## src/rtl/tmr_pkg.sv

```systemverilog
// Package: tmr_pkg
// Shared mode codes, select codes and register addresses for the
// triggered counter. Assumes a 7-bit write bus and a 2-bit address.
package tmr_pkg;
    typedef enum logic [2:0] {
        SLV_OFF     = 3'b000,
        SLV_RESET   = 3'b100,
        SLV_GATED   = 3'b101,
        SLV_TRIGGER = 3'b110
    } slv_mode_e;

    localparam logic [2:0] SEL_CH1 = 3'b101;
    localparam logic [2:0] SEL_CH2 = 3'b110;

    localparam logic [1:0] A_CTRL   = 2'd0;
    localparam logic [1:0] A_SLAVE  = 2'd1;
    localparam logic [1:0] A_IE     = 2'd2;
    localparam logic [1:0] A_STATUS = 2'd3;

    localparam int BIT_UPD = 0;
    localparam int BIT_TRG = 6;
endpackage

```

## src/rtl/trg_front.sv

```systemverilog
// Module: trg_front
// Brings each asynchronous channel into the clock domain with two flops,
// applies its polarity, picks one channel by the select code and flags
// the cycle in which the chosen trigger goes active.
// Assumes two channels; select codes other than the two channel codes
// produce a trigger that stays inactive.
module trg_front
    import tmr_pkg::*;
#(
    parameter int NCH = 2,
    parameter int SYNC_STAGES = 2
) (
    input  logic           clk,
    input  logic           rst_n,
    input  logic [NCH-1:0] ch_in,
    input  logic [NCH-1:0] pol,
    input  logic [2:0]     sel,
    output logic           trgi,
    output logic           trg_edge
);
    logic [NCH-1:0] ch_sync;
    logic           trgi_q;

    for (genvar g = 0; g < NCH; g++) begin : g_sync
        logic [SYNC_STAGES-1:0] stage;
        // Shift the raw pin through the synchronizer chain.
        always_ff @(posedge clk) begin
            if (!rst_n) stage <= '0;
            else        stage <= {stage[SYNC_STAGES-2:0], ch_in[g]};
        end
        assign ch_sync[g] = stage[SYNC_STAGES-1] ^ pol[g];
    end

    // Route the selected conditioned channel to the trigger.
    always_comb begin
        case (sel)
            SEL_CH1: trgi = ch_sync[0];
            SEL_CH2: trgi = ch_sync[1];
            default: trgi = 1'b0;
        endcase
    end

    // Remember last trigger level for edge detection.
    always_ff @(posedge clk) begin
        if (!rst_n) trgi_q <= 1'b0;
        else        trgi_q <= trgi;
    end

    assign trg_edge = trgi & ~trgi_q;

    AST_EDGE_ONE_CYCLE: assert property (@(posedge clk) disable iff (!rst_n)
        trg_edge |=> !trg_edge);
endmodule

```

## src/rtl/slave_ctl.sv

```systemverilog
// Module: slave_ctl
// Holds the count-enable bit and turns mode, trigger level and trigger
// edge into run / clear commands for the counter and a trigger event.
// Assumes a hardware set of the enable wins over a software write.
module slave_ctl
    import tmr_pkg::*;
(
    input  logic       clk,
    input  logic       rst_n,
    input  logic [2:0] mode,
    input  logic       trgi,
    input  logic       trg_edge,
    input  logic       cen_we,
    input  logic       cen_wdata,
    output logic       cen,
    output logic       run,
    output logic       clr,
    output logic       trg_evt
);
    logic is_slave;

    // Enable bit: trigger-start edge sets it, software writes otherwise.
    always_ff @(posedge clk) begin
        if (!rst_n)                              cen <= 1'b0;
        else if (mode == SLV_TRIGGER && trg_edge) cen <= 1'b1;
        else if (cen_we)                         cen <= cen_wdata;
    end

    // Decide whether the counter advances this cycle.
    always_comb begin
        case (mode)
            SLV_GATED: run = cen & trgi;
            default:   run = cen;
        endcase
    end

    assign is_slave = (mode == SLV_RESET) || (mode == SLV_GATED) ||
                      (mode == SLV_TRIGGER);
    assign clr      = (mode == SLV_RESET) && trg_edge;
    assign trg_evt  = is_slave && trg_edge;

    AST_TRIG_SETS_CEN: assert property (@(posedge clk) disable iff (!rst_n)
        (mode == SLV_TRIGGER && trg_edge) |=> cen);
endmodule

```

## src/rtl/cnt_core.sv

```systemverilog
// Module: cnt_core
// Free up-counter of CNT_W bits with a synchronous clear that has
// priority over the increment; pulses ovf on the wrapping increment.
module cnt_core #(
    parameter int CNT_W = 16
) (
    input  logic             clk,
    input  logic             rst_n,
    input  logic             run,
    input  logic             clr,
    output logic [CNT_W-1:0] cnt,
    output logic             ovf
);
    localparam logic [CNT_W-1:0] CNT_MAX = '1;

    // Advance, clear or hold the count.
    always_ff @(posedge clk) begin
        if (!rst_n)   cnt <= '0;
        else if (clr) cnt <= '0;
        else if (run) cnt <= cnt + 1'b1;
    end

    assign ovf = run && !clr && (cnt == CNT_MAX);

    AST_CLR_ZERO: assert property (@(posedge clk) disable iff (!rst_n)
        clr |=> (cnt == '0));
    AST_WRAP_ZERO: assert property (@(posedge clk) disable iff (!rst_n)
        ovf |=> (cnt == '0));
endmodule

```

## src/rtl/flag_bank.sv

```systemverilog
// Module: flag_bank
// NF sticky status flags: set by an event, cleared by a write of 0 to
// the flag's bit, untouched by a write of 1. A same-cycle event wins.
module flag_bank #(
    parameter int NF = 2
) (
    input  logic          clk,
    input  logic          rst_n,
    input  logic [NF-1:0] set,
    input  logic          clr_we,
    input  logic [NF-1:0] clr_keep,
    input  logic [NF-1:0] ie,
    output logic [NF-1:0] flags,
    output logic          irq
);
    for (genvar g = 0; g < NF; g++) begin : g_flag
        // Update one sticky flag.
        always_ff @(posedge clk) begin
            if (!rst_n)       flags[g] <= 1'b0;
            else if (set[g])  flags[g] <= 1'b1;
            else if (clr_we)  flags[g] <= flags[g] & clr_keep[g];
        end

        AST_EVENT_WINS: assert property (@(posedge clk) disable iff (!rst_n)
            set[g] |=> flags[g]);
        AST_NO_SPONT_SET: assert property (@(posedge clk) disable iff (!rst_n)
            (!set[g] && !flags[g]) |=> !flags[g]);
    end

    assign irq = |(flags & ie);
endmodule

```

## src/rtl/slave_trig_timer.sv

```systemverilog
// Module: slave_trig_timer
// Top of the triggered up-counter: register write port, trigger front
// end, slave-mode control, counter and status flags.
// Assumes write-only registers; state is observed on the output ports.
module slave_trig_timer
    import tmr_pkg::*;
#(
    parameter int CNT_W = 16,
    parameter int NCH   = 2
) (
    input  logic             clk,
    input  logic             rst_n,
    input  logic             wr_en,
    input  logic [1:0]       wr_addr,
    input  logic [6:0]       wr_data,
    input  logic [NCH-1:0]   ch_in,
    output logic [CNT_W-1:0] cnt_o,
    output logic             cen_o,
    output logic [6:0]       status_o,
    output logic             irq_o
);
    localparam int NF = 2;

    logic [NCH-1:0] pol_q;
    logic [2:0]     mode_q;
    logic [2:0]     sel_q;
    logic [NF-1:0]  ie_q;
    logic           trgi, trg_edge, run, clr, trg_evt, ovf;
    logic [NF-1:0]  flags;
    logic           we_ctrl, we_slave, we_ie, we_stat;

    assign we_ctrl  = wr_en && (wr_addr == A_CTRL);
    assign we_slave = wr_en && (wr_addr == A_SLAVE);
    assign we_ie    = wr_en && (wr_addr == A_IE);
    assign we_stat  = wr_en && (wr_addr == A_STATUS);

    // Configuration registers written through the port.
    always_ff @(posedge clk) begin
        if (!rst_n) begin
            pol_q  <= '0;
            mode_q <= SLV_OFF;
            sel_q  <= '0;
            ie_q   <= '0;
        end else begin
            if (we_ctrl)  pol_q  <= wr_data[NCH:1];
            if (we_slave) begin
                mode_q <= wr_data[2:0];
                sel_q  <= wr_data[5:3];
            end
            if (we_ie)    ie_q   <= {wr_data[BIT_TRG], wr_data[BIT_UPD]};
        end
    end

    trg_front #(.NCH(NCH), .SYNC_STAGES(2)) u_front (
        .clk(clk), .rst_n(rst_n), .ch_in(ch_in), .pol(pol_q), .sel(sel_q),
        .trgi(trgi), .trg_edge(trg_edge)
    );

    slave_ctl u_ctl (
        .clk(clk), .rst_n(rst_n), .mode(mode_q), .trgi(trgi),
        .trg_edge(trg_edge), .cen_we(we_ctrl), .cen_wdata(wr_data[0]),
        .cen(cen_o), .run(run), .clr(clr), .trg_evt(trg_evt)
    );

    cnt_core #(.CNT_W(CNT_W)) u_cnt (
        .clk(clk), .rst_n(rst_n), .run(run), .clr(clr),
        .cnt(cnt_o), .ovf(ovf)
    );

    flag_bank #(.NF(NF)) u_flags (
        .clk(clk), .rst_n(rst_n), .set({trg_evt, ovf}), .clr_we(we_stat),
        .clr_keep({wr_data[BIT_TRG], wr_data[BIT_UPD]}), .ie(ie_q),
        .flags(flags), .irq(irq_o)
    );

    // Place the flags at their status bit positions.
    always_comb begin
        status_o          = '0;
        status_o[BIT_UPD] = flags[0];
        status_o[BIT_TRG] = flags[1];
    end

    AST_GATED_HOLD: assert property (@(posedge clk) disable iff (!rst_n)
        (mode_q == SLV_GATED && !trgi) |=> $stable(cnt_o));
    AST_START_IDLE: assert property (@(posedge clk) disable iff (!rst_n)
        (mode_q == SLV_TRIGGER && !cen_o) |=> $stable(cnt_o));
    AST_OFF_NO_TRGFLAG: assert property (@(posedge clk) disable iff (!rst_n)
        (mode_q == SLV_OFF && !status_o[BIT_TRG] && !we_slave) |=> !status_o[BIT_TRG]);
endmodule

```

## config.mk

```make
export PLATFORM = sky130hd
export DESIGN_NAME = slave_trig_timer
export DESIGN_NICKNAME = d
export VERILOG_FILES = /design/src/rtl/tmr_pkg.sv /design/src/rtl/trg_front.sv /design/src/rtl/slave_ctl.sv /design/src/rtl/cnt_core.sv /design/src/rtl/flag_bank.sv /design/src/rtl/slave_trig_timer.sv
export SDC_FILE = /design/constraint.sdc
export NUM_CORES = 1
export LEC_CHECK = 0
export ABC_AREA = 0
export ABC_CLOCK_PERIOD_IN_PS = 2100
export CAP_MARGIN = 25
export CORE_MARGIN = 2
export CORE_UTILIZATION = 48
export CTS_BUF_LIST = sky130_fd_sc_hd__clkbuf_4 sky130_fd_sc_hd__clkbuf_8 sky130_fd_sc_hd__clkbuf_16
export DETAILED_ROUTE_END_ITERATION = 6
export PLACE_DENSITY = 0.78
export SLEW_MARGIN = 20
export SYNTH_ARGS = -nofsm -noshare
export SYNTH_HDL_FRONTEND = slang
export SYNTH_SLANG_ARGS = --single-unit
```

## constraint.sdc

```tcl
create_clock -name clk -period 2.1 [get_ports clk]
set_input_delay 0.42 -clock clk [delete_from_list [all_inputs] [get_ports clk]]
set_output_delay 0.42 -clock clk [all_outputs]
set_load 0.03 [all_outputs]
```

==> results of run 1 <==
==> state kept, by name, indices dropped and copies added, names as in the netlist <==
name                  count
u_front.trgi_q            1
u_ctl.cen                 1
sel_q                     3
pol_q                     2
u_flags.flags             2
u_cnt.cnt                16
ie_q                      2
mode_q                    3
u_front.g_sync.stage      4
==> cells in the mapped netlist, types with 2 or more instances <==
master / number
inv_1: 5
or3_1: 6
nor2b_1: 10
o21ai_0: 8
dfxtp_1: 34
and3_1: 2
clkbuf_1: 2
xor2_1: 8
a21oi_1: 6
a21boi_0: 2
nand3_1: 4
nor2_1: 12
buf_4: 7
mux2i_1: 12
and2_1: 6
nand2_1: 5
nand3b_1: 3
nand4_1: 3
and4_1: 2
o2111ai_1: 3
o211ai_1: 5
xnor2_1: 3
==> kinds of logic (layout without fill, tap and decap cells) <==
kind of cell             Yosys count  in the layout  share of synthesized area [%]
buffers and inverters             15             49                          5.408
XOR/XNOR                          11             11                          6.215
flip-flops                        34             34                          43.91
AND/OR/NAND/NOR                   58             58                          21.47
multiplexers                      12             12                          7.748
AO/OA/AOI/OAI                     30             30                          14.21
other                              1              5                         0.2419
adder cells (fa/ha/maj)            1              1                         0.8070
==> metal layers <==
layer / GRT usage [%] / part of all wire (%) / up-vias
met5: 0 / 0 / -
met4: 6.832 / 1.5 / 0
met3: 8.955 / 5.7 / 6
met2: 36.71 / 48 / 28
met1: 21.21 / 44 / 602
li1: - / - / 645
==> path summary, 6_finish.rpt <==
| check | to | slack (ns) |
|---|---|---|
| min reg2reg | u_front.g_sync[0].stage[1] | 0.44 |
| max | cnt_o[2] | 0.17 |
| max reg2reg | u_flags.flags[0] | 0.29 |
| min | u_front.g_sync[0].stage[1] | 0.44 |
==> where the power goes <==
| group | switching (mW) | internal (mW) |
|---|---|---|
| clock | 0.204 | 0.152 |
| combinational | 0.0465 | 0.0472 |
| sequential | 0.00769 | 0.656 |
| total | 0.258 | 0.855 |
==> through the flow <==
step,utilization [%],power [mW],hold slack (ns)
finish,64.47,1.113,0.4403
global placement,62.75,0.7694,0.4192
detailed placement,62.75,0.7723,0.4185
floorplan,-,0.7384,0.4119
global route,64.47,1.158,0.4860
CTS,64.47,1.121,0.4401
==> final cells by class <==
class,count,share of cell area (%)
sequential,34,34.58
clock buffer,7,2.670
timing repair buffer,37,18.31
inverter,5,0.9536
multi-input combinational,117,40.69
tap,44,2.797
==> qor.txt, run 1 <==
Final HPWL DP: 2.297 mm
Dpl cells: 237
CTS tree: yes
Design Area, Final: 1968 um2
Die width: 60.83 um
Multi-input gate area: 800.8 um2
Final hold vios: 0
IO Pins: 39
FF+latch area: 680.7 um2
Hold Path Cell Cnt: 1
Via count: 1281
Max VDD drop: 383.5 uV
Final Non-Filler Cells: 244
Post-place setup slack: 0.2833 ns
Post-synth top area share: 43.91%
Via/cell ratio: 5.250
Leak pwr: 0.7134 nW
Final Skew: 0.007996 ns
WP buf/inv: 1
Max Slew Vio Count: 0
EDFF count, synth: 0
Initial antenna violation count: 0
Largest net degree at the start of global routing: 19
Post-DP Area: 1916 um2
Yosys top cell by area: dfxtp_1
Routed wire per std cell: 13.07 um
# diodes: 0
Post-synthesis sequential area ratio: 43.91%
Fin crit share: 91.82%
Area contributors post-synth: dfxtp_1 44%, mux2i_1 7.7%, xor2_1 4.5%
Final wirelength: 3.188 mm
Fin crit period: 1.928 ns
RePlAce Congestion: 0.7986
Worst stage delay on the critical path: 0.72 ns
Hold_buf cts: 0
Overflow after GRT: 0
Core Region: 3053 um2
PwrDens: 565.5 nW/um2
CP Capture Type: output port
TritonRoute pass-1 iters: 4
I/O Buffers: 33
Root buffer cell: clkbuf_4
TritonCTS Buffers: 5
Final #Nets: 215
Final setup margin: 0.1717 ns
Crit-path max FO: 6
Syn Area/Cell: 9.569 um2
Register-to-Register Path Depth: 5
Top_reg_cell synth: dfxtp_1
Crit path kind: flip-flop to output port
WP data required: 1.68 ns
Crit path launch type: flip-flop
Yosys warning total: 0
Clock transition at path regs: 0.09 ns
CP Launch Point: u_cnt.cnt[2]
Crit path DAT: 1.51 ns
CP Cell Sequence: clkdlybuf4s50_1
Hold WC Path Type: flip-flop to flip-flop
Starting DRT DRC Count: 27
Post-synthesis async set-or-reset flop share: 0%
Global-route wire length before repair: 5.451 mm
Cell variety after synth: 36
# fillers: 279
Setup Fix Bufs, Post-CTS: 0
Setup TNS: 0 ns
Hold Startpoint: u_front.g_sync[0].stage[0]
Final setup viols: 0
Antenna-violating nets left: 0
Top Family by Delay on Critical Path: buffers and inverters
#FFs+latches synth: 34
CP max-delay cell: clkdlybuf4s50_1
WP depth: 1
Aggregate global-route resource usage: 20.43%
Area grow syn2layout: 26.96%
Layout cells sized above 1: 7.500%
Via count of the first global-routing pass: 1307
Longest Clk Path Bufs: 2
Synthesized cell area: 1550 um2
Die Height: 60.83 um
Mapped Cells: 162
Skew-Pair Late Insertion Delay: 0.34 ns
Status: complete, no violations
Unrepaired setup endpoints after global routing: false
H-tree depth: 2
Effective utilization at floorplan: 50.78%
Clock Sink Count: 34
Most common cell after layout, fill and taps aside: dfxtp_1
Commonest non-fill, non-tap cells in the layout: 34 x dfxtp_1, 33 x clkdlybuf4s50_1, 12 x nor2_1, 12 x mux2i_1, 10 x nor2b_1
FF-to-FF Start: pol_q[1]
Fmax: 0.5186 GHz
DRC: 0
CTS resizes: 0
Num rows: 20
Max cap viols: 0
Die area: 3700 um2
Power figures use the tool's default switching activity.
==> run 2, diff against run 1 <==
Settings changed: MAX_ROUTING_LAYER set to met4.
==> qor.txt, run 2 (same netlist as run 1, synthesis figures left out) <==
Status: complete, no violations
Unrepaired setup endpoints after global routing: false
Hold Startpoint: u_front.g_sync[0].stage[0]
# diodes: 0 (unchanged)
Aggregate global-route resource usage: 20.95% (+0.51 points)
Most common cell after layout, fill and taps aside: dfxtp_1
WP buf/inv: 1 (unchanged)
CTS resizes: 0 (unchanged)
Final Skew: 0.007921 ns (-0.00007444 ns)
RePlAce Congestion: 0.8100 (+1.4%)
Multi-input gate area: 800.8 um2 (unchanged)
Crit-path max FO: 6 (unchanged)
Clock transition at path regs: 0.09 ns (about the same)
Initial antenna violation count: 0 (unchanged)
Root buffer cell: clkbuf_4
Skew-Pair Late Insertion Delay: 0.34 ns (about the same)
Die width: 60.83 um (unchanged)
Num rows: 20 (unchanged)
Max VDD drop: 383.5 uV (about the same)
Clock Sink Count: 34 (unchanged)
Via/cell ratio: 5.254 (about the same)
Design Area, Final: 1968 um2 (unchanged)
Max reg flops: 16 (unchanged)
Largest Register: u_cnt.cnt
Final wirelength: 3.178 mm (-0.31%)
Starting DRT DRC Count: 24 (-11%)
Hold Path Cell Cnt: 1 (unchanged)
Flop-to-flop setup slack: 0.29 ns (about the same)
Top Family by Delay on Critical Path: buffers and inverters
Fmax: 0.5186 GHz (about the same)
Worst stage delay on the critical path: 0.72 ns (about the same)
Layout cells sized above 1: 7.500% (unchanged)
Setup Fix Bufs, Post-CTS: 0 (unchanged)
Hold Path Sink: u_front.g_sync[0].stage[1]
Effective utilization at floorplan: 50.78% (unchanged)
Fin crit period: 1.928 ns (+0.00005400 ns)
Final HPWL DP: 2.297 mm (unchanged)
Post-DP Area: 1916 um2 (unchanged)
Commonest non-fill, non-tap cells in the layout: 34 x dfxtp_1, 33 x clkdlybuf4s50_1, 12 x nor2_1, 12 x mux2i_1, 10 x nor2b_1
Setup TNS: 0 ns (unchanged)
Top flop regs: u_cnt.cnt x16, u_front.g_sync.stage x4
I/O Buffers: 33 (unchanged)
Register-to-Register Path Depth: 5 (unchanged)
CP Cell Sequence: clkdlybuf4s50_1
Area grow syn2layout: 26.96% (unchanged)
Via count: 1282 (+0.078%)
WP data required: 1.68 ns (about the same)
Global-route wire length before repair: 5.451 mm (unchanged)
# fillers: 279 (unchanged)
FF-to-FF Start: pol_q[1]
Hold WC Path Type: flip-flop to flip-flop
Longest Clk Path Bufs: 2 (unchanged)
Final setup viols: 0 (unchanged)
Leak pwr: 0.7134 nW (unchanged)
FF+latch area: 680.7 um2 (unchanged)
Final #Nets: 215 (unchanged)
Max cap viols: 0 (unchanged)
Core Region: 3053 um2 (unchanged)
Hold_buf cts: 0 (unchanged)
Via count of the first global-routing pass: 1307 (unchanged)
Die area: 3700 um2 (unchanged)
Post-Route Utilization: 64.47% (unchanged)
Crit path kind: flip-flop to output port
Antenna-violating nets left: 0 (unchanged)
Largest net degree at the start of global routing: 19 (unchanged)
Crit path DAT: 1.51 ns (about the same)
Final hold vios: 0 (unchanged)
Fin crit share: 91.83% (about the same)
IO Pins: 39 (unchanged)
Reg2reg end: u_flags.flags[0]
Die Height: 60.83 um (unchanged)
DRC: 0 (unchanged)
Max Slew Vio Count: 0 (unchanged)
CP max-delay cell: clkdlybuf4s50_1
Overflow after GRT: 0 (unchanged)
TritonRoute pass-1 iters: 4 (unchanged)
CTS tree: yes
Routed wire per std cell: 13.02 um (-0.31%)
CP Capture Type: output port
PwrDens: 565.5 nW/um2 (about the same)
Tot Pwr: 1.113 mW (about the same)
Crit path launch type: flip-flop
H-tree depth: 2 (unchanged)
TritonCTS Buffers: 5 (unchanged)
==> run 2: cell counts in the layout (fill, tap and decap cells not counted) <==
No cell type changed its count.
==> run 2: metal layers <==
layer | up-vias | global-route usage, % | wire [um]
met5 | - | - | 0
met4 | 0 | 7.764 | 51
met3 | 7 | 7.676 | 167
li1 | 645 | - | -
met1 | 602 | 21.21 | 1416
met2 | 28 | 36.71 | 1542
==> run 2: report_power, final <==
| group | switching [mW] | internal [mW] |
|---|---|---|
| logic | 0.0465 | 0.0472 |
| registers | 0.00769 | 0.656 |
| clock network | 0.204 | 0.152 |
==> run 2: cell type report <==
cell class                      count  share of cell area [%]
Timing Repair Buffer               37                   18.31
Tap cell                           44                   2.797
Sequential cell                    34                   34.58
Multi-Input combinational cell    117                   40.69
Inverter                            5                  0.9536
Clock buffer                        7                   2.670
==> run 2: how the worst max path moves through the flow <==
stage / endpoint / slack (ns) / startpoint / cells past startpoint
after detailed placement: u_flags.flags[0] / 0.28 / pol_q[1] / 5
after CTS: cnt_o[2] / 0.16 / u_cnt.cnt[2] / 1
after floorplan: u_cnt.cnt[14] / 0.41 / u_cnt.cnt[3] / 5
after global routing: cnt_o[2] / 0.07 / u_cnt.cnt[2] / 1
after global placement: u_flags.flags[0] / 0.38 / pol_q[1] / 5
final: cnt_o[2] / 0.17 / u_cnt.cnt[2] / 1
==> run 2: through the flow <==
step	setup WS [ns]	hold slack (ns)	instances
detailed placement	0.2833	0.4185	237
global placement	0.3792	0.4192	237
finish	0.1717	0.4403	244
CTS	0.1601	0.4401	244
floorplan	0.4058	0.4119	166
global route	0.07476	0.4860	244
